File: src/rtl/rxf_pkg.sv
package rxf_pkg;
  localparam int STAT_W = 3;
  localparam int ST_PAR = 0;
  localparam int ST_OVR = 1;
  localparam int ST_EOF = 2;

  typedef enum logic [1:0] {
    MODE_OFF     = 2'b00,
    MODE_FIRST   = 2'b01,
    MODE_ALL     = 2'b10,
    MODE_SPECIAL = 2'b11
  } rx_mode_e;

  // a character carries a special condition when any flag is raised
  function automatic logic is_special(input logic [STAT_W-1:0] s);
    return |s;
  endfunction

  // only the first-character and special-only modes freeze the FIFO
  function automatic logic mode_locks(input logic [1:0] m);
    return (m == MODE_FIRST) || (m == MODE_SPECIAL);
  endfunction
endpackage

File: src/rtl/rxf_store.sv
module rxf_store #(
  parameter int DEPTH  = 8,
  parameter int DATA_W = 8,
  parameter int STAT_W = 3,
  parameter int OVR_BIT = 1,
  localparam int PTR_W = (DEPTH > 1) ? $clog2(DEPTH) : 1,
  localparam int CNT_W = $clog2(DEPTH + 1)
) (
  input  logic              clk,
  input  logic              rst_n,
  input  logic              wr_en,
  input  logic [DATA_W-1:0] wr_data,
  input  logic [STAT_W-1:0] wr_stat,
  input  logic              rd_en,
  input  logic              ovr_mark,
  output logic [DATA_W-1:0] head_data,
  output logic [STAT_W-1:0] head_stat,
  output logic [CNT_W-1:0]  count,
  output logic              full,
  output logic              empty
);
  function automatic logic [PTR_W-1:0] ptr_next(input logic [PTR_W-1:0] p);
    return (p == PTR_W'(DEPTH - 1)) ? '0 : p + PTR_W'(1);
  endfunction

  function automatic logic [PTR_W-1:0] ptr_prev(input logic [PTR_W-1:0] p);
    return (p == '0) ? PTR_W'(DEPTH - 1) : p - PTR_W'(1);
  endfunction

  logic [DATA_W-1:0] data_q [DEPTH];
  logic [STAT_W-1:0] stat_q [DEPTH];
  logic [PTR_W-1:0]  wr_ptr, rd_ptr;
  logic [PTR_W-1:0]  newest;

  assign newest = ptr_prev(wr_ptr);

  for (genvar i = 0; i < DEPTH; i++) begin : g_slot
    always_ff @(posedge clk or negedge rst_n) begin
      if (!rst_n) begin
        data_q[i] <= '0;
        stat_q[i] <= '0;
      end else if (wr_en && wr_ptr == PTR_W'(i)) begin
        data_q[i] <= wr_data;
        stat_q[i] <= wr_stat;
      end else if (ovr_mark && newest == PTR_W'(i)) begin
        stat_q[i][OVR_BIT] <= 1'b1;
      end
    end
  end

  always_ff @(posedge clk or negedge rst_n) begin
    if (!rst_n) begin
      wr_ptr <= '0;
      rd_ptr <= '0;
      count  <= '0;
    end else begin
      if (wr_en) wr_ptr <= ptr_next(wr_ptr);
      if (rd_en) rd_ptr <= ptr_next(rd_ptr);
      case ({wr_en, rd_en})
        2'b10:   count <= count + CNT_W'(1);
        2'b01:   count <= count - CNT_W'(1);
        default: count <= count;
      endcase
    end
  end

  assign head_data = data_q[rd_ptr];
  assign head_stat = stat_q[rd_ptr];
  assign full      = (count == CNT_W'(DEPTH));
  assign empty     = (count == '0);
endmodule

File: src/rtl/rxf_lock_ctl.sv
module rxf_lock_ctl
  import rxf_pkg::*;
(
  input  logic              clk,
  input  logic              rst_n,
  input  logic [1:0]        mode,
  input  logic              pop,
  input  logic              err_reset,
  input  logic              empty,
  input  logic [STAT_W-1:0] head_stat,
  output logic              locked,
  output logic              take,
  output logic              lock_set,
  output logic              unlock
);
  logic pop_ok;
  logic freeze_hit;

  assign pop_ok     = pop && !empty && !locked;
  assign freeze_hit = mode_locks(mode) && is_special(head_stat);
  assign lock_set   = pop_ok && freeze_hit;
  assign unlock     = locked && err_reset;
  assign take       = (pop_ok && !freeze_hit) || unlock;

  always_ff @(posedge clk or negedge rst_n) begin
    if (!rst_n)        locked <= 1'b0;
    else if (unlock)   locked <= 1'b0;
    else if (lock_set) locked <= 1'b1;
  end
endmodule

File: src/rtl/rxf_admit.sv
module rxf_admit (
  input  logic push_valid,
  input  logic full,
  input  logic take,
  output logic wr_en,
  output logic ovr_mark
);
  // a slot freed on the same edge makes room for the incoming byte
  assign wr_en    = push_valid && (!full || take);
  assign ovr_mark = push_valid && full && !take;
endmodule

File: src/rtl/rx_lock_fifo.sv
module rx_lock_fifo
  import rxf_pkg::*;
#(
  parameter int DEPTH  = 8,
  parameter int DATA_W = 8,
  localparam int CNT_W = $clog2(DEPTH + 1)
) (
  input  logic              clk,
  input  logic              rst_n,
  input  logic [1:0]        mode,
  input  logic              push_valid,
  input  logic [DATA_W-1:0] push_data,
  input  logic [STAT_W-1:0] push_stat,
  input  logic              pop,
  input  logic              err_reset,
  output logic [DATA_W-1:0] rd_data,
  output logic [STAT_W-1:0] rd_stat,
  output logic              empty,
  output logic [CNT_W-1:0]  count,
  output logic              locked,
  output logic              dma_req
);
  logic full;
  logic take;
  logic lock_set;
  logic unlock;
  logic wr_en;
  logic ovr_mark;

  rxf_lock_ctl u_lock (
    .clk       (clk),
    .rst_n     (rst_n),
    .mode      (mode),
    .pop       (pop),
    .err_reset (err_reset),
    .empty     (empty),
    .head_stat (rd_stat),
    .locked    (locked),
    .take      (take),
    .lock_set  (lock_set),
    .unlock    (unlock)
  );

  rxf_admit u_admit (
    .push_valid (push_valid),
    .full       (full),
    .take       (take),
    .wr_en      (wr_en),
    .ovr_mark   (ovr_mark)
  );

  rxf_store #(
    .DEPTH   (DEPTH),
    .DATA_W  (DATA_W),
    .STAT_W  (STAT_W),
    .OVR_BIT (ST_OVR)
  ) u_store (
    .clk       (clk),
    .rst_n     (rst_n),
    .wr_en     (wr_en),
    .wr_data   (push_data),
    .wr_stat   (push_stat),
    .rd_en     (take),
    .ovr_mark  (ovr_mark),
    .head_data (rd_data),
    .head_stat (rd_stat),
    .count     (count),
    .full      (full),
    .empty     (empty)
  );

  assign dma_req = !empty && !locked;
endmodule

File: config.mk
export PLATFORM = sky130hd
export DESIGN_NAME = rx_lock_fifo
export DESIGN_NICKNAME = d
export VERILOG_FILES = /design/src/rtl/rxf_pkg.sv /design/src/rtl/rxf_store.sv /design/src/rtl/rxf_lock_ctl.sv /design/src/rtl/rxf_admit.sv /design/src/rtl/rx_lock_fifo.sv
export SDC_FILE = /design/constraint.sdc
export NUM_CORES = 1
export LEC_CHECK = 0
export ABC_CLOCK_PERIOD_IN_PS = 8480
export BUFFER_PORTS_ARGS = -buffer_cell sky130_fd_sc_hd__buf_2
export CORE_UTILIZATION = 65
export CTS_CLUSTER_DIAMETER = 100
export DETAILED_ROUTE_END_ITERATION = 16
export PLACE_DENSITY = 0.82
export SKIP_LAST_GASP = 1
export SLEW_MARGIN = 20
export SYNTH_ARGS = -nofsm -noshare
export SYNTH_HDL_FRONTEND = slang
export SYNTH_SLANG_ARGS = --single-unit
export TNS_END_PERCENT = 100
File: constraint.sdc
create_clock -name clk -period 8.48 [get_ports clk]
set_input_delay 0.848 -clock clk [delete_from_list [all_inputs] [get_ports clk]]
set_output_delay 0.848 -clock clk [all_outputs]
set_load 0.01 [all_outputs]
After elaboration in Yosys (flattened, before gate mapping)
Index checks and enable logic that the tools add are counted.
Word-level totals
  register bits after elaboration: 99
  output and inout port bits: 18
Cells by class
  order comparisons: 1
  add/sub/neg operators: 5
  eq/ne operators: 20
  reduce and logical (&&, ||, !) cells: 48
  muxes and demuxes: 28
  bitwise logic cells: 1
Operators with widths (number)
  3-bit == test (second input constant): 9
  1-bit logical AND: 26
  8-bit binary-select mux with 3-bit select: 1
  2-bit nonzero test: 10
  1-bit 2-to-1 mux: 18
  8-bit 2-to-1 mux: 2
  3-bit 2-to-1 mux: 5
  3-bit by 2-bit == test with 1-bit output (second input constant): 4
  3-bit binary-select mux with 3-bit select: 1
  4-bit one-hot mux with 2 select lines: 1
  3-bit by 1-bit adder with 3-bit output (second input constant): 2
  3-bit by 1-bit == test with 1-bit output (second input constant): 2
  3-bit zero test: 2
  1-bit zero test: 5
  4-bit by 1-bit adder with 4-bit output (second input constant): 1
  2-bit by 1-bit == test with 1-bit output (second input constant): 2
  2-bit == test (second input constant): 2
  4-bit == test (second input constant): 1
  4-bit greater-or-equal comparator (second input constant): 1
  4-bit zero test: 1
  3-bit NOT with 4-bit output: 1
  4-bit by 1-bit subtractor with 4-bit output (second input constant): 1
  1-bit logical OR: 3
  3-bit OR reduction: 1
  3-bit by 1-bit subtractor with 3-bit output (second input constant): 1

Longest topological paths before layout
Gate-level depths: netlist of run 1.
  depth after elaboration: 14
  mapped depth: 15
  mapped depth without buffers: 12

Cells and area by module
Synthesis of run 1 repeated with hierarchy kept, for this count alone.
Second synthesis, totals
  cell total of the unflattened synthesis: 323
  area, all modules: 4827.1 um2
By module, submodules not included
  rxf_store: times used 1, cells an instance 310, area each 4710.8 um2
  rxf_lock_ctl: times used 1, cells an instance 9, area each 95.1 um2
  rxf_admit: times used 1, cells an instance 3, area each 17.5 um2
  rx_lock_fifo: times used 1, cells an instance 1, area each 3.8 um2

Worst setup path before layout of run 1
OpenSTA, ideal clock, no wires.
  kind: reg-to-reg
  start: reg u_store.rd_ptr[2]
  end: reg u_store.count[3]
  period minus slack after synthesis: 3576 ps
  setup time: 79 ps
  arrival time: 3497 ps
  buffers on the path: 2
  required time: 8401 ps
  setup slack: 4904 ps
  cell stages (with the launch flop): 15
  path through: dfrtp_1 > clkbuf_1 > mux4_2 > mux2_2 > o31ai_4 > a21boi_1 > clkbuf_1 > or2_2 > inv_1 > ha_1 > a21o_1 > a21o_1 > nor3b_1 > mux2_2 > mux2i_1
Between the ends
  longest elaborated chain between the ends: 13
  elaborated cells between the ends (all ways): 15
Ends and longest elaborated chain
  from (decl): RTL line rxf_store.sv:32  | logic [PTR_W-1:0] wr_ptr, rd_ptr;
  from (signal assigned): RTL line rxf_store.sv:58  | if (rd_en) rd_ptr <= ptr_next(rd_ptr);
  3-bit NOT with 4-bit output (implied by the code) *: RTL line rxf_store.sv:68  | assign head_stat = stat_q[rd_ptr];
  3-bit binary-select mux with 3-bit select *: RTL line rxf_store.sv:68
  3-bit 2-to-1 mux (implied by the code) * (2 in a row): RTL line rxf_store.sv:68
  named net rd_stat[2]: RTL line rx_lock_fifo.sv:17  | output logic [STAT_W-1:0] rd_stat,
  3-bit OR reduction *: RTL line rxf_pkg.sv:16  | return |s;
  1-bit logical AND *: RTL line rxf_lock_ctl.sv:20  | assign freeze_hit = mode_locks(mode) && is_special(head_stat);
  1-bit zero test *: RTL line rxf_lock_ctl.sv:23  | assign take = (pop_ok && !freeze_hit) || unlock;
  1-bit logical AND *: RTL line rxf_lock_ctl.sv:23
  1-bit logical OR *: RTL line rxf_lock_ctl.sv:23
  1-bit logical OR: RTL line rxf_admit.sv:9  | assign wr_en = push_valid && (!full || take);
  1-bit logical AND: RTL line rxf_admit.sv:9
  2-bit by 1-bit == test with 1-bit output or 2-bit == test (tied branches): RTL line rxf_store.sv:59  | case ({wr_en, rd_en})
  4-bit one-hot mux with 2 select lines or 2-bit nonzero test (tied branches)
  to (signal assigned): RTL line rxf_store.sv:60  | 2'b10: count <= count + CNT_W'(1);
  to (signal assigned): RTL line rxf_store.sv:61  | 2'b01: count <= count - CNT_W'(1);
  to (signal assigned): RTL line rxf_store.sv:62  | default: count <= count;
  to (decl): RTL line rxf_store.sv:18  | output logic [CNT_W-1:0] count,
Mark *: on every way through the listed nets, which the timed path passes. The rest lies on a longest branch. The select of a mux whose other input is x is not followed.
A chain may end at the register's enable or synchronous reset.

Worst setup path in the final report of run 1
  start: reg u_store.rd_ptr[1]
  end: reg u_store.count[3]
Between the ends
  longest elaborated chain between the ends: 13
  elaborated cells between the ends (all ways): 15
Ends and longest elaborated chain (RTL line)
  3-bit NOT with 4-bit output (implied by the code) *: rxf_store.sv:68
  3-bit binary-select mux with 3-bit select *: rxf_store.sv:68
  3-bit 2-to-1 mux (implied by the code) * (2 in a row): rxf_store.sv:68
  3-bit OR reduction *: rxf_pkg.sv:16
  1-bit logical AND *: rxf_lock_ctl.sv:20
  1-bit zero test *: rxf_lock_ctl.sv:23
  1-bit logical AND *: rxf_lock_ctl.sv:23
  1-bit logical OR *: rxf_lock_ctl.sv:23
  1-bit logical OR: rxf_admit.sv:9
  1-bit logical AND: rxf_admit.sv:9
  2-bit by 1-bit == test with 1-bit output or 2-bit == test (tied branches): rxf_store.sv:59
  4-bit one-hot mux with 2 select lines or 2-bit nonzero test (tied branches)
Every way passes the cells marked *; elsewhere a longest branch is shown, timed or not. The select of a mux whose other input is x is not followed.

==> results of run 1 <==
cells by family (layout without fill, tap and decap cells):
kind of cell / after synthesis / after routing / synth area share (%)
compound gates: 22 / 22 / 3.15
xor+xnor: 3 / 3 / 0.538
fa+ha+maj: 12 / 12 / 3.23
buf+inv: 30 / 68 / 2.84
flops: 99 / 99 / 50.7
mux: 128 / 128 / 35.0
simple gates: 42 / 42 / 4.56
through the flow:
stage | worst slack, ns | area (sq um)
2_1_floorplan | 4.90 | 4880
3_3_place_gp | 4.29 | 5150
3_5_place_dp | 4.17 | 5160
4_1_cts | 4.15 | 5340
5_1_grt | 4.38 | 5350
6_report | 4.53 | 5350
sequential cells by signal (all words and copies together), names as in the netlist:
| name | flops |
|---|---|
| u_store.stat_q | 24 |
| u_store.wr_ptr | 3 |
| u_store.rd_ptr | 3 |
| u_lock.locked | 1 |
| u_store.count | 4 |
| u_store.data_q | 64 |
layer usage:
layer	track usage (%)	share of wire, %	vias to the layer above
li1	-	-	1296
met1	36.2	44	1502
met2	42.9	49	83
met3	6.06	4.9	13
met4	8.65	1.2	0
met5	0	0	-
cell type report:
cell class / count / area (sq um) / share of cell area (%)
Tap cell: 99 / 124 / 2.32
Clock inverter: 5 / 36.3 / 0.679
Clock buffer: 11 / 151 / 2.83
Timing Repair Buffer: 40 / 218 / 4.07
Multi-Input combinational cell: 207 / 2290 / 42.9
Sequential cell: 99 / 2480 / 46.4
Inverter: 12 / 45.0 / 0.843
worst paths after layout:
path	startpoint	depth (start not counted)	to	slack (ns)
worst min-delay path	rst_n	1	u_store.count[2]	0.43
worst max register to register	u_store.rd_ptr[1]	13	u_store.count[3]	4.53
worst min register to register	u_store.stat_q[17]	1	u_store.stat_q[17]	0.51
max in group asynchronous	rst_n	2	u_store.rd_ptr[1]	6.89
worst max-delay path	u_store.rd_ptr[1]	13	u_store.count[3]	4.53
min in group clk	u_store.stat_q[17]	1	u_store.stat_q[17]	0.51
placed cells by master (no fill, tap or decap), types with 3 or more instances in the layout:
cell,count
a21o_1,3
a21oi_1,4
a31oi_1,8
and2_1,3
buf_2,33
buf_4,7
clkbuf_8,11
dfrtp_1,98
ha_1,11
inv_1,11
mux2_2,85
mux2_4,9
mux2i_1,12
mux4_2,22
nand2_1,6
nor2_1,11
nor3_1,5
o22ai_1,3
or2_2,3
power by group:
part	switching (mW)	internal [mW]	leakage, nW	total (mW)
clock network	0.163	0.124	0.0997	0.287
logic	0.414	0.585	1.10	0.999
registers	0.183	0.712	1.19	0.895
==> summary.md, run 1 <==
| Metric | Value |
|---|---|
| Placed insts | `457` |
| Initial antenna violation count | `0` |
| Setup TNS | `0 ns` |
| Req. time, crit path | `8.77 ns` |
| Max-Cap Viols | `0` |
| CP endpoint kind | `flop` |
| Routed Antenna Nets | `0` |
| Synthesis Warnings | `0` |
| Worst-skew pair later-pin latency | `0.36 ns` |
| Crit-path max FO | `24` |
| Outcome | `finished, final reports clean` |
| Largest net degree at the start of global routing | `61` |
| Most common cell in the netlist | `dfrtp_1` |
| Post-Synthesis Cell Area | `0.00488 sq mm` |
| Final setup vio count | `0` |
| # IOs | `36` |
| Final setup skew | `0.0100 ns` |
| Final Power | `2.18 mW` |
| CTS max path bufs | `2` |
| Max-slew violation count | `0` |
| Fraction of registers with async set/reset | `100%` |
| RSZ-0062 raised after global routing | `no` |
| Iteration-0 DRC Markers | `123` |
| Synthesized Nets | `366` |
| Vias in the first global route | `2928` |
| IO buf count | `34` |
| Post-CTS sizing | `0` |
| DPL Wire Length | `6040 um` |
| Leakage power | `2.39 nW` |
| TritonCTS Buffers | `9` |
| Total iterations of the first detailed-routing run | `4` |
| Synth top area cells | `dfrtp_1 (51%), mux2_2 (20%), mux4_2 (10%)` |
| Count of final hold-check violations | `0` |
| Post-CTS Repair Setup Buffers | `0` |
| VDD IR-drop max | `0.193 mV` |
| Fin crit share | `46.5%` |
| Core Rows | `31` |
| TritonCTS clock tree | `done` |
| Startpoint types | `flop` |
| Starting density of the core | `67.3%` |
| Area Growth Syn to Fin | `9.43%` |
| Nets | `399` |
| CP Cell Sequence | `mux4_2 -> mux2_2 -> o31ai_4 -> a21boi_1 -> buf_4 -> or2_2 -> inv_1 -> ha_1 -> a21o_1 -> a21o_1 -> nor3b_1 -> mux2_2 -> mux2i_1` |
| Worst Path Buf+Inv | `2` |
| Worst endpoint data arrival time | `4.23 ns` |
| Class of the worst hold path | `in -> async` |
| Die W | `88.7 um` |
| Cell taking the most area after synthesis | `dfrtp_1` |
| Largest stage delay on the critical path | `0.81 ns` |
| Seq/Total Area, Yosys | `50.7%` |
| Rel. slew slack | `46.4%` |
| Root buf cell | `clkbuf_8` |
| Worst hold margin | `0.434 ns` |
| Most instantiated cells after synthesis | `dfrtp_1 (99), mux2_2 (85), mux4_2 (22), mux2i_1 (12)` |
| Slowest CP cell | `dfrtp_2` |
| Yosys reg bits | `99` |
| Share of layout cells above drive strength 1 | `48.7%` |
| Crit path max-delay family | `multiplexers` |
| GP Congestion | `0.801` |
| Final core utilization | `73.7%` |
| All-Layer GR Usage | `26.6%` |
| Mapped Avg Cell Area | `14.5 sq um` |
| Post-Route WL | `9380 um` |
| Non-filler cells, final | `473` |
| Fillers | `481` |
| Primary FF master, synth | `dfrtp_1` |
| Clk slew on worst S/H paths | `0.09 ns` |
| Yosys cell types | `36` |
| Post-Synthesis Cells | `336` |
| DR WL/cell | `19.8 um` |
| Pwr per Cell Area | `408 mW/mm^2` |
| CTS sink cnt | `99` |
| Hold_buf cts | `0` |
| Peak Freq | `253 MHz` |
| Number of flops mapped to enable cells by yosys | `0` |
| Die height | `88.7 um` |
| WS Path Type | `reg -> reg` |
| Vias/cell | `6.12` |
| Post-layout minimum cycle time | `3.95 ns` |
| GRT overflow | `0` |
| First-pass GRT wire length | `15100 um` |
| ANT cells | `0` |
| Area share of the largest cell type after synthesis | `50.7%` |
| Slew at the pin with the worst max-slew slack | `0.804 ns` |
| Via count of the routed design | `2894` |
| Die Area | `0.00787 sq mm` |
| Core Area | `0.00725 sq mm` |
| CTS HTree Levels | `3` |
| Drt drc | `0` |
Power figures use the tool's default switching activity.
==> inputs of run 2 (changes only) <==
- ABC_CLOCK_PERIOD_IN_PS: 8480 -> 3400
- CORE_UTILIZATION: 65 -> 54
- PLACE_DENSITY: 0.82 -> 0.73
- clock period: 8.48 -> 3.4 ns (I/O delays scaled with it)
==> run 2 against run 1 <==
- the flow now finishes with violations (negative hold slack)
- total power rose to 2.6 times the previous value
- clock-buffer cell count shrank 2
- final cell count up 3.2%
- largest power group unchanged
==> summary.md, run 2 (synthesis results as in run 1) <==
| Metric | Value |
|---|---|
| Die height | `97.1 um (was 88.7 um)` |
| CTS max path bufs | `2 (unchanged)` |
| Die W | `97.1 um (was 88.7 um)` |
| Rel. slew slack | `49.2% (was 46.4%)` |
| Worst-skew pair later-pin latency | `0.38 ns (was 0.36 ns)` |
| CTS HTree Levels | `3 (unchanged)` |
| Req. time, crit path | `3.70 ns (was 8.77 ns)` |
| CP endpoint kind | `flop (unchanged)` |
| Class of the worst hold path | `in -> async (unchanged)` |
| TritonCTS clock tree | `done (unchanged)` |
| Slew at the pin with the worst max-slew slack | `0.761 ns (was 0.804 ns)` |
| Post-Route WL | `9390 um (was 9380 um)` |
| Fillers | `670 (was 481)` |
| Leakage power | `2.45 nW (was 2.39 nW)` |
| Starting density of the core | `56.0% (was 67.3%)` |
| Core Area | `0.00872 sq mm (was 0.00725 sq mm)` |
| Fin crit share | `95.3% (was 46.5%)` |
| WS Path Type | `reg -> reg (unchanged)` |
| Multi-input logic area | `0.00230 sq mm (was 0.00229 sq mm)` |
| First-pass GRT wire length | `15900 um (was 15100 um)` |
| Area Growth Syn to Fin | `11.6% (was 9.43%)` |
| Final setup vio count | `0 (unchanged)` |
| Largest Register | `u_store.data_q (unchanged)` |
| Placed insts | `473 (was 457)` |
| DR WL/cell | `19.2 um (was 19.8 um)` |
| # IOs | `36 (unchanged)` |
| Largest net degree at the start of global routing | `85 (was 61)` |
| Die Area | `0.00943 sq mm (was 0.00787 sq mm)` |
| Hold_buf cts | `0 (unchanged)` |
| Routed Antenna Nets | `0 (unchanged)` |
| Initial antenna violation count | `0 (unchanged)` |
| Core Rows | `34 (was 31)` |
| Setup TNS | `0 ns (unchanged)` |
| CTS sink cnt | `99 (unchanged)` |
| Max-slew violation count | `0 (unchanged)` |
| Post-layout minimum cycle time | `3.24 ns (was 3.95 ns)` |
| Outcome | `finished with violations (was finished, final reports clean)` |
| Total iterations of the first detailed-routing run | `4 (unchanged)` |
| IO buf count | `34 (unchanged)` |
| R2R cell count | `13 (unchanged)` |
| Iteration-0 DRC Markers | `99 (was 123)` |
| GRT overflow | `0 (unchanged)` |
| Max-Cap Viols | `0 (unchanged)` |
| Final core utilization | `62.5% (was 73.7%)` |
| DPL Wire Length | `6100 um (was 6040 um)` |
| GP Congestion | `0.799 (was 0.801)` |
| Vias in the first global route | `2990 (was 2928)` |
| Share of layout cells above drive strength 1 | `49.7% (was 48.7%)` |
| Post-CTS sizing | `0 (unchanged)` |
| Most frequent cells in the layout | `dfrtp_1 (99), mux2_2 (84), buf_2 (33) (was dfrtp_1 (98), mux2_2 (85), buf_2 (33))` |
| Post-CTS Repair Setup Buffers | `0 (unchanged)` |
| Pwr per Cell Area | `1030 mW/mm^2 (was 408 mW/mm^2)` |
| RSZ-0062 raised after global routing | `no (unchanged)` |
| Via count of the routed design | `2869 (was 2894)` |
| Worst hold margin | `-0.0119 ns (was 0.434 ns)` |
| TritonCTS Buffers | `9 (unchanged)` |
| Crit-path max FO | `6 (was 24)` |
| All-Layer GR Usage | `22.3% (was 26.6%)` |
| Nets | `406 (was 399)` |
| Count of final hold-check violations | `4 (was 0)` |
| Root buf cell | `clkbuf_8 (unchanged)` |
| Final setup skew | `0.0117 ns (was 0.0100 ns)` |
| Biggest regs | `u_store.data_q (64), u_store.stat_q (24), u_store.count (4) (unchanged)` |
| Failing checks | `negative hold slack` |
| Startpoint types | `flop (unchanged)` |
| Max reg flops | `64 (unchanged)` |
| Vias/cell | `5.88 (was 6.12)` |
| Most common cell after layout, fill and taps aside | `dfrtp_1 (unchanged)` |
| ANT cells | `0 (unchanged)` |
| Storage cell area | `0.00248 sq mm (about the same)` |
| Drt drc | `0 (unchanged)` |
| VDD IR-drop max | `0.485 mV (was 0.193 mV)` |
| Worst endpoint data arrival time | `3.54 ns (was 4.23 ns)` |
| Peak Freq | `309 MHz (was 253 MHz)` |
| Clk slew on worst S/H paths | `0.10 ns (was 0.09 ns)` |
| Non-filler cells, final | `488 (was 473)` |
## run 2: cell count changes in the layout (fill, tap and decap cells not counted), moves of 2 or more
cell and delta:
clkinv_2 -2, buf_4 +6, bufinv_16 +2, clkbuf_8 -2
## run 2: layout make-up
type,instances,share of cell area [%]
Timing Repair Buffer,47,5.03
Clock inverter,6,1.79
Inverter,12,0.827
Clock buffer,9,2.27
Tap cell,108,2.48
Sequential cell,99,45.5
Multi-Input combinational cell,207,42.1
## run 2: critical path: stages, from the launching register on
cell      delay [ns]
dfrtp_1         0.35
buf_4           0.17
mux4_2          0.50
mux2_2          0.31
o31ai_4         0.33
a21boi_2        0.10
or2_4           0.25
inv_2           0.06
ha_1            0.21
a21o_1          0.17
a21o_1          0.16
nor3b_1         0.13
mux2_2          0.27
mux2i_1         0.14
## run 2: per-layer routing
layer  up-vias  wire (um)  GRT usage (%)  part of all wire [%]
li1       1316          -              -                     -
met1      1493       4250           30.7                    45
met3        14        325           5.68                   3.5
met5         -          0              0                     0
met4         0        128           7.12                   1.4
met2        46       4690           34.9                    50
## run 2: final timing paths
check / endpoint / startpoint / slack (ns)
hold reg to reg: u_store.data_q[8] / u_store.data_q[8] / 0.51
min in group clk: u_lock.locked / err_reset / 0.17
max in group asynchronous: u_store.data_q[37] / rst_n / 2.66
hold / removal: u_store.count[0] / rst_n / -0.01
setup reg to reg: u_store.count[3] / u_store.rd_ptr[1] / 0.16
setup / recovery: u_store.count[3] / u_store.rd_ptr[1] / 0.16
## run 2: through the flow
stage                     setup WS (ns)  cell area, sq um  power [mW]
after floorplan                  0.0185              4910        4.11
after global placement            0.215              5220        4.69
after detailed placement          0.150              5220        4.79
after CTS                         0.123              5450        5.65
after global routing             0.0190              5450        5.99
final                             0.159              5450        5.60
## run 2: power breakdown
group          total, mW  switching, mW  internal, mW
Combinational       2.61           1.10          1.50
Sequential          2.14          0.367          1.78
Clock              0.848          0.426         0.422
Total               5.60           1.89          3.70
